==> src/rtl/zbt_pkg.sv <==
// Shared types and helpers for the zero-turnaround SRAM model.
// Assumes bursts are four beats, stepping the two low address bits.
package zbt_pkg;
    typedef enum logic {OP_RD = 1'b0, OP_WR = 1'b1} op_e;

    // Low address bits of burst beat k from start bits, linear or interleaved.
    function automatic logic [1:0] burst_low(input logic lin,
                                             input logic [1:0] start,
                                             input logic [1:0] k);
        return lin ? (start + k) : (start ^ k);
    endfunction
endpackage

==> src/rtl/zbt_cmd.sv <==
// Command stage: decodes chip enables, sleep and burst continuation, and
// registers one accepted operation per clock (stage 1).
// Assumes ADDR_W >= 3; lane enables are sampled with each beat.
module zbt_cmd
    import zbt_pkg::*;
#(
    parameter int ADDR_W = 6,
    parameter int LANES  = 2
) (
    input  logic              clk,
    input  logic              rst_n,
    input  logic              sleep,
    input  logic              burst_lin,
    input  logic              ce_a_n,
    input  logic              ce_b,
    input  logic              ce_c_n,
    input  logic              burst_adv,
    input  logic              we_n,
    input  logic [LANES-1:0]  lane_we_n,
    input  logic [ADDR_W-1:0] addr,
    output logic              s1_valid,
    output op_e               s1_op,
    output logic [ADDR_W-1:0] s1_addr,
    output logic [LANES-1:0]  s1_lanes
);
    logic              sel;
    logic              issue;
    op_e               op_n;
    logic [ADDR_W-1:0] addr_n;
    logic              burst_act;
    logic [ADDR_W-1:0] base;
    logic [1:0]        cnt;
    op_e               last_op;

    assign sel = !ce_a_n && ce_b && !ce_c_n;

    // Choose the operation to issue this cycle: burst beat, new command or none.
    always_comb begin
        issue  = 1'b0;
        op_n   = last_op;
        addr_n = addr;
        if (!sleep) begin
            if (burst_adv) begin
                if (burst_act) begin
                    issue  = 1'b1;
                    addr_n = {base[ADDR_W-1:2], burst_low(burst_lin, base[1:0], cnt + 2'd1)};
                end
            end else if (sel) begin
                issue = 1'b1;
                op_n  = we_n ? OP_RD : OP_WR;
            end
        end
    end

    // Register the issued operation into stage 1.
    always_ff @(posedge clk) begin
        if (!rst_n) begin
            s1_valid <= 1'b0;
            s1_op    <= OP_RD;
            s1_addr  <= '0;
            s1_lanes <= '0;
        end else begin
            s1_valid <= issue;
            if (issue) begin
                s1_op    <= op_n;
                s1_addr  <= addr_n;
                s1_lanes <= ~lane_we_n;
            end
        end
    end

    // Track burst start, beat count and direction; a deselect ends the burst.
    always_ff @(posedge clk) begin
        if (!rst_n) begin
            burst_act <= 1'b0;
            base      <= '0;
            cnt       <= '0;
            last_op   <= OP_RD;
        end else if (!sleep) begin
            if (burst_adv) begin
                if (burst_act) cnt <= cnt + 2'd1;
            end else if (sel) begin
                burst_act <= 1'b1;
                base      <= addr;
                cnt       <= '0;
                last_op   <= op_n;
            end else begin
                burst_act <= 1'b0;
            end
        end
    end

    a_r9_sleep_blocks: assert property (@(posedge clk) disable iff (!rst_n)
        sleep |=> !s1_valid);
    a_r7_deselect_idle: assert property (@(posedge clk) disable iff (!rst_n)
        (!sleep && !burst_adv && !sel) |=> !s1_valid);
    a_r5_issue_every_cycle: assert property (@(posedge clk) disable iff (!rst_n)
        (!sleep && !burst_adv && sel) |=>
        (s1_valid && s1_addr == $past(addr) && s1_op == ($past(we_n) ? OP_RD : OP_WR)));
endmodule

==> src/rtl/zbt_array.sv <==
// Storage array: one memory per byte lane, synchronous lane-masked write,
// combinational read. Not reset, like a real static RAM.
module zbt_array #(
    parameter int ADDR_W = 6,
    parameter int LANES  = 2,
    parameter int BYTE_W = 9
) (
    input  logic                    clk,
    input  logic                    wr_en,
    input  logic [ADDR_W-1:0]       wr_addr,
    input  logic [LANES-1:0]        wr_lanes,
    input  logic [LANES*BYTE_W-1:0] wr_data,
    input  logic [ADDR_W-1:0]       rd_addr,
    output logic [LANES*BYTE_W-1:0] rd_data
);
    localparam int DEPTH = 1 << ADDR_W;

    for (genvar i = 0; i < LANES; i++) begin : g_lane
        logic [BYTE_W-1:0] mem [DEPTH];

        // Write this lane when the commit selects it.
        always_ff @(posedge clk) begin
            if (wr_en && wr_lanes[i]) mem[wr_addr] <= wr_data[i*BYTE_W +: BYTE_W];
        end

        assign rd_data[i*BYTE_W +: BYTE_W] = mem[rd_addr];
    end
endmodule

==> src/rtl/zbt_rdpath.sv <==
// Read path: forwards a posted write in stage 2 to a read in stage 1
// (pipelined mode only), holds the pipelined output register and picks the
// read source for the selected mode.
module zbt_rdpath
    import zbt_pkg::*;
#(
    parameter int ADDR_W = 6,
    parameter int LANES  = 2,
    parameter int BYTE_W = 9
) (
    input  logic                    clk,
    input  logic                    rst_n,
    input  logic                    pipe_mode,
    input  logic                    s1_valid,
    input  op_e                     s1_op,
    input  logic [ADDR_W-1:0]       s1_addr,
    input  logic                    s2_valid,
    input  op_e                     s2_op,
    input  logic [ADDR_W-1:0]       s2_addr,
    input  logic [LANES-1:0]        s2_lanes,
    input  logic [LANES*BYTE_W-1:0] wdata,
    input  logic [LANES*BYTE_W-1:0] arr_data,
    output logic                    rd_active,
    output logic [LANES*BYTE_W-1:0] rd_word
);
    localparam int DATA_W = LANES * BYTE_W;

    logic              hit;
    logic              s1_rd;
    logic [DATA_W-1:0] merged;
    logic [DATA_W-1:0] out_q;
    logic              out_v;

    assign s1_rd = s1_valid && (s1_op == OP_RD);
    assign hit   = pipe_mode && s2_valid && (s2_op == OP_WR) && (s2_addr == s1_addr);

    for (genvar i = 0; i < LANES; i++) begin : g_fwd
        assign merged[i*BYTE_W +: BYTE_W] = (hit && s2_lanes[i]) ?
            wdata[i*BYTE_W +: BYTE_W] : arr_data[i*BYTE_W +: BYTE_W];
    end

    // Pipelined output register: capture the merged read word.
    always_ff @(posedge clk) begin
        if (!rst_n) begin
            out_v <= 1'b0;
            out_q <= '0;
        end else begin
            out_v <= s1_rd;
            if (s1_rd) out_q <= merged;
        end
    end

    assign rd_active = pipe_mode ? out_v : s1_rd;
    assign rd_word   = pipe_mode ? out_q : arr_data;

    a_r3_pipe_out_valid: assert property (@(posedge clk) disable iff (!rst_n)
        (pipe_mode && s1_rd) |=> rd_active);
endmodule

==> src/rtl/zbt_sram.sv <==
// Top of the zero-turnaround SRAM model. Stage 1 holds the accepted command,
// stage 2 delays it one more cycle; a write commits from stage 2 in pipelined
// mode and from stage 1 in flow-through mode, using the data on wdata then.
// Assumes pipe_mode and burst_lin change only while idle or in reset.
module zbt_sram
    import zbt_pkg::*;
#(
    parameter int ADDR_W = 6,
    parameter int LANES  = 2,
    parameter int BYTE_W = 9
) (
    input  logic                    clk,
    input  logic                    rst_n,
    input  logic                    pipe_mode,
    input  logic                    burst_lin,
    input  logic                    sleep,
    input  logic                    ce_a_n,
    input  logic                    ce_b,
    input  logic                    ce_c_n,
    input  logic                    burst_adv,
    input  logic                    we_n,
    input  logic [LANES-1:0]        lane_we_n,
    input  logic [ADDR_W-1:0]       addr,
    input  logic [LANES*BYTE_W-1:0] wdata,
    input  logic                    oe_n,
    output logic [LANES*BYTE_W-1:0] rdata,
    output logic                    rdata_drv
);
    localparam int DATA_W = LANES * BYTE_W;

    logic              s1_valid, s2_valid;
    op_e               s1_op, s2_op;
    logic [ADDR_W-1:0] s1_addr, s2_addr;
    logic [LANES-1:0]  s1_lanes, s2_lanes;
    logic              arr_we;
    logic [ADDR_W-1:0] arr_waddr;
    logic [LANES-1:0]  arr_wlanes;
    logic [DATA_W-1:0] arr_rdata;
    logic              rd_active;
    logic [DATA_W-1:0] rd_word;

    zbt_cmd #(.ADDR_W(ADDR_W), .LANES(LANES)) u_cmd (
        .clk(clk), .rst_n(rst_n), .sleep(sleep), .burst_lin(burst_lin),
        .ce_a_n(ce_a_n), .ce_b(ce_b), .ce_c_n(ce_c_n), .burst_adv(burst_adv),
        .we_n(we_n), .lane_we_n(lane_we_n), .addr(addr),
        .s1_valid(s1_valid), .s1_op(s1_op), .s1_addr(s1_addr), .s1_lanes(s1_lanes)
    );

    // Stage 2: second late-write slot.
    always_ff @(posedge clk) begin
        if (!rst_n) begin
            s2_valid <= 1'b0;
            s2_op    <= OP_RD;
            s2_addr  <= '0;
            s2_lanes <= '0;
        end else begin
            s2_valid <= s1_valid;
            s2_op    <= s1_op;
            s2_addr  <= s1_addr;
            s2_lanes <= s1_lanes;
        end
    end

    // Pick the commit slot for the selected late-write depth.
    always_comb begin
        if (pipe_mode) begin
            arr_we     = s2_valid && (s2_op == OP_WR);
            arr_waddr  = s2_addr;
            arr_wlanes = s2_lanes;
        end else begin
            arr_we     = s1_valid && (s1_op == OP_WR);
            arr_waddr  = s1_addr;
            arr_wlanes = s1_lanes;
        end
    end

    zbt_array #(.ADDR_W(ADDR_W), .LANES(LANES), .BYTE_W(BYTE_W)) u_array (
        .clk(clk), .wr_en(arr_we), .wr_addr(arr_waddr), .wr_lanes(arr_wlanes),
        .wr_data(wdata), .rd_addr(s1_addr), .rd_data(arr_rdata)
    );

    zbt_rdpath #(.ADDR_W(ADDR_W), .LANES(LANES), .BYTE_W(BYTE_W)) u_rdpath (
        .clk(clk), .rst_n(rst_n), .pipe_mode(pipe_mode),
        .s1_valid(s1_valid), .s1_op(s1_op), .s1_addr(s1_addr),
        .s2_valid(s2_valid), .s2_op(s2_op), .s2_addr(s2_addr), .s2_lanes(s2_lanes),
        .wdata(wdata), .arr_data(arr_rdata),
        .rd_active(rd_active), .rd_word(rd_word)
    );

    assign rdata_drv = rd_active && !oe_n && !sleep;
    assign rdata     = rdata_drv ? rd_word : '0;

    a_r3_double_late_commit: assert property (@(posedge clk) disable iff (!rst_n)
        (pipe_mode && s1_valid && s1_op == OP_WR) |=>
        (arr_we && arr_waddr == $past(s1_addr) && arr_wlanes == $past(s1_lanes)));
endmodule

==> config.mk <==
export PLATFORM = sky130hd
export DESIGN_NAME = zbt_sram
export DESIGN_NICKNAME = d
export VERILOG_FILES = /design/src/rtl/zbt_pkg.sv /design/src/rtl/zbt_cmd.sv /design/src/rtl/zbt_array.sv /design/src/rtl/zbt_rdpath.sv /design/src/rtl/zbt_sram.sv
export SDC_FILE = /design/constraint.sdc
export NUM_CORES = 1
export LEC_CHECK = 0
export CAP_MARGIN = 20
export CORE_AREA = 2 2 269 271
export CTS_CLUSTER_SIZE = 30
export DETAILED_ROUTE_END_ITERATION = 10
export DIE_AREA = 0 0 271 273
export PLACE_DENSITY = 0.91
export SLEW_MARGIN = 20
export SYNTH_ARGS = -nofsm -noshare
export SYNTH_HDL_FRONTEND = slang
export SYNTH_HIERARCHICAL = 1
export SYNTH_SLANG_ARGS = --single-unit
==> constraint.sdc <==
create_clock -name clk -period 5.05 [get_ports clk]
set_input_delay 1.01 -clock clk [delete_from_list [all_inputs] [get_ports clk]]
set_output_delay 1.01 -clock clk [all_outputs]
set_load 0.01 [all_outputs]
==> metrics, run 1 <==
clock sink count between 1000 and 1500; CTS Buffer Depth 3; yosys warns 6; Die Y ~270 microns; Run Error [ERROR GRT-0183] Net u_cmd/_052_: the 3D maze router ran out of legal paths (heap underflow) - the net is boxed in by local congestion or blockages.; Post-synth EDFFs approximately 1200; Initial Utilization 0.665; synthesized area 47200 sq um; Mapped Cells 2277; I/O pins 56; main flop type after synthesis edfxtp_1; dpl hpwl 77700 microns; worst endpoint type primary output; Inserted Clock Buffers 108; Avg Cell Area, Syn 20.7 sq um; Die Width 271 microns; post-GRT worst EP rdata[1]; largest net degree at the start of global routing 66; asr flop ratio synth 0; GPL Wtd Cong 0.936; Fail Step global routing (5_1_grt); sequential area share after synthesis 0.753; PortBufs 55; synthesized flop and latch total about 1200; status stopped before the end; H-tree levels 3; Root Driver clkbuf_16; # rows between 90 and 100; syn nets about 2300; # hold bufs at CTS 0; Yosys cell types 50
==> metrics by stage <==
step                hold WS [ns]  cells  worst slack [ns]   util  cell area [sq um]
CTS                        0.528   3508           -0.0110  0.755              53600
detailed placement         0.470   3289             0.344  0.696              49400
global placement           0.434   3289             0.509  0.696              49400
floorplan                  0.425   2277              1.60      -              47200
==> cells in the mapped netlist (17+ instances only) <==
master	number	area, sq um
edfxtp_1	1152	34600
nand3_1	21	105
o221ai_1	18	158
nor2_1	141	529
mux2_2	28	315
buf_2	39	195
mux4_2	305	6870
nand2_1	45	169
a31oi_1	30	188
a22oi_1	17	128
a221oi_1	17	149
mux2i_1	64	641
clkbuf_1	52	195
buf_4	19	143
a211oi_1	17	128
and2_2	18	135
dfxtp_1	49	981
o21ai_0	49	245
==> repair_timing <==
item	4_1_cts
gates resized for setup	78
setup buffers	19
endpoints found under the hold margin	0
cloned	6
endpoints found under the setup margin	18
pin swaps	2
==> cells by family after synthesis <==
logic type | share of synthesized area
mux | 0.166
buf+inv | 0.0165
xor+xnor | 0.00178
fa+ha+maj | 0.000265
flops | 0.753
compound gates | 0.0303
simple gates | 0.0321
==> inputs of run 2 (changes only) <==
Settings changed: CORE_AREA 2 2 269 271 to 2 2 347 349, CTS_CLUSTER_SIZE 30 to not set, DIE_AREA 0 0 271 273 to 0 0 349 351, PLACE_DENSITY 0.91 to not set, PLACE_DENSITY_LB_ADDON set to 0.15.
==> run 2 against run 1 <==
  * The flow now finishes without violations
  * Synthesized cell count unchanged
  * Area after synthesis unchanged
==> metrics, run 2 <==
H-tree levels 3; compound-cell area share of the yosys netlist 0.0303; syn nets about 2300; vias in the first global route between 20000 and 25000; clk_skew 0.0240 ns; vias post-DR 24000; CP Launch Type flop; Initial Utilization 0.397; CP max stage cell dfxtp_2; initial antenna violation count 5; largest net degree at the start of global routing 66; Iteration-0 DRC Markers between 2000 and 3000; post-synthesis xor/xnor area fraction 0.00178; Avg Cell Area, Syn 20.7 sq um; final worst setup slack about 0.041 ns; Area Growth Syn to Fin 18.3%; final net count 2656; clock sink count 1201; Root Driver clkbuf_16; peak supply drop roughly 280 uV; worst slack at placement 0.116 ns; endpoints failing setup 0; placed cell count 3993; final hold violations 0; WL/cell 29.1 microns; main flop type after synthesis edfxtp_1; sequential area share after synthesis 0.753; Die Y roughly 350 microns; Yosys cell types 50; Mapped Cells approximately 2300; Crit path buffers/inverters 3; GPL Wtd Cong 0.806; share of the synthesized area in the top cell type 0.733; I/O pins 56; synthesized area 47200 sq um; PortBufs 55; Multi-input gate area around 11000 sq um; asr flop ratio synth 0; first-pass GRT wire length 177000 microns; gr usage total 0.202; CTS tree yes; synthesized flop and latch total 1201; Worst setup EP type primary output; Final Cycle Share 0.992; total core area approximately 120000 sq um; Top reg by flops u_array/g_lane.mem; Filler cells 9843; fmax 200 MHz; Pre-antenna DRT Iters 6; Design Area, Final 55900 sq um; GRT Residual Overflow 0; P per Cell Area ~360 nW/um^2; post-synthesis mux area share 0.166; # rows 127; Worst-Skew Late Latency 0.72 ns; Power Total 20300 uW; crit-path max FO 12; worst slew pin tran 1.11 ns; full die area between 100000 and 150000 sq um; yosys warns 6; Worst Path Arrival 4.00 ns; max capacitance violation total 0; largest family of logic cells by synthesized area multiplexers; post-route insts no fill between 4000 and 5000; WL final around 120000 microns; status finished, final reports clean; Reg area 35600 sq um; Crit Path Category flop to primary output; CTS Buffer Depth 3; Crit path max-delay family buffers and inverters; dpl hpwl roughly 76000 microns; drt via density 5.63; Cell Chain, Critical Path buf_6 -> buf_4 -> nand3b_1 -> o221ai_4 -> a21oi_1 -> a22oi_1 -> o21ai_2 -> mux2_2 -> and2_2 -> clkdlybuf4s50_1; Die Width 349 microns; slowest stage delay, CP 0.53 ns; most frequent cells in the layout edfxtp_1 (1152), mux4_2 (305), buf_4 (260); post-route ant nets 0; dpl cell area 51000 sq um; RSZ-0062 raised after global routing true; top-count cell post-synth edfxtp_1; Synth Area in Simple Gates 0.0321; worst hold path type flop to flop; # DRC 0; most frequent cells after synthesis edfxtp_1 (1152), mux4_2 (305), nor2_1 (141); post-synth top area cell edfxtp_1; max reg flops 1152; Slew HR 0.257; most common cell after layout, fill and taps aside edfxtp_1; leakage around 0.017 uW; Slew Limit Fails 0; top flop regs u_array/g_lane.mem (1152), u_rdpath/out_q (18); Post-synth EDFFs ~1200; fin crit period 5.01 ns; post-synthesis adder-cell area fraction 0.000265; ranking of synthesized cells by area edfxtp_1 (73%), mux4_2 (15%), dfxtp_1 (2.1%); layout cells sized above 1 0.331; Worst-path clk slew 0.06 ns; Worst Path Required 4.04 ns; Inserted Clock Buffers 121
run 2: cell counts after synthesis:
No cell type changed its count.
run 2: cell families (layout without fill, tap and decap cells):
| family | count (synthesis) | in the layout |
|---|---|---|
| flops | 1201 | 1201 |
| mux | 397 | 397 |
| simple gates | 304 | 304 |
| compound gates | 213 | 213 |
| buf+inv | 153 | 597 |
| xor+xnor | 8 | 8 |
| fa+ha+maj | 1 | 1 |
| other cells | 0 | 1 |
run 2: routing by layer:
layer	global-route usage	wire, microns	vias up
met5	0	13	-
met4	0.0493	2370	2
met3	0.0320	7810	152
met2	0.322	59300	813
met1	0.294	54900	12900
li1	-	-	10200
run 2: path summary, 6_finish.rpt:
kind	startpoint	endpoint	slack, ns	cells after the start
worst max-delay path	u_cmd/s1_addr[3]	rdata[10]	0.04	10
worst min register to register	u_cmd/base[2]	u_cmd/s1_addr[2]	0.48	2
worst max register to register	u_cmd/s1_addr[3]	u_array/g_lane[0].mem[10][4]	1.68	8
worst min-delay path	u_cmd/base[2]	u_cmd/s1_addr[2]	0.48	2
run 2: timing repair:
| action | in CTS | in global routing |
|---|---|---|
| hold buffers | 0 | 0 |
| buffers inserted | 24 | 21 |
| resized for setup | 65 | 20 |
| pin swaps | 4 | 1 |
| endpoints found under the setup margin | 18 | 13 |
| cloned | 3 | 5 |
run 2: tightest hold or removal path: cells and delay by family (launching register included):
family	cells	cell delay [ns]
flops	1	0.31
simple gates	1	0.06
compound gates	1	0.07
run 2: layout make-up:
class                      instances  area share
clock inverter                    77      0.0131
timing repair buffer             353      0.0579
inverter                          18     0.00121
clock buffer                     149      0.0566
multi-input combinational        923       0.199
tap                             1548      0.0347
antenna                            1   0.0000448
sequential                      1201       0.637
run 2: power by group:
group	leakage [uW]	total [uW]	switching, uW	internal, uW
sequential	0.0107	10900	7.43	10900
combinational	0.00472	534	351	183
clock	0.00190	8830	3730	5100
total	0.0174	20300	4090	16200
run 2: through the flow:
stage           util  hold slack [ns]  setup TNS (ns)
2_1_floorplan      -            0.425               0
3_3_place_gp   0.429            0.437               0
3_5_place_dp   0.429            0.460               0
4_1_cts        0.467            0.477         -0.0210
5_1_grt        0.469            0.491          -0.105
6_report       0.469            0.476               0
Note: power is estimated with default switching activity, not from simulation.
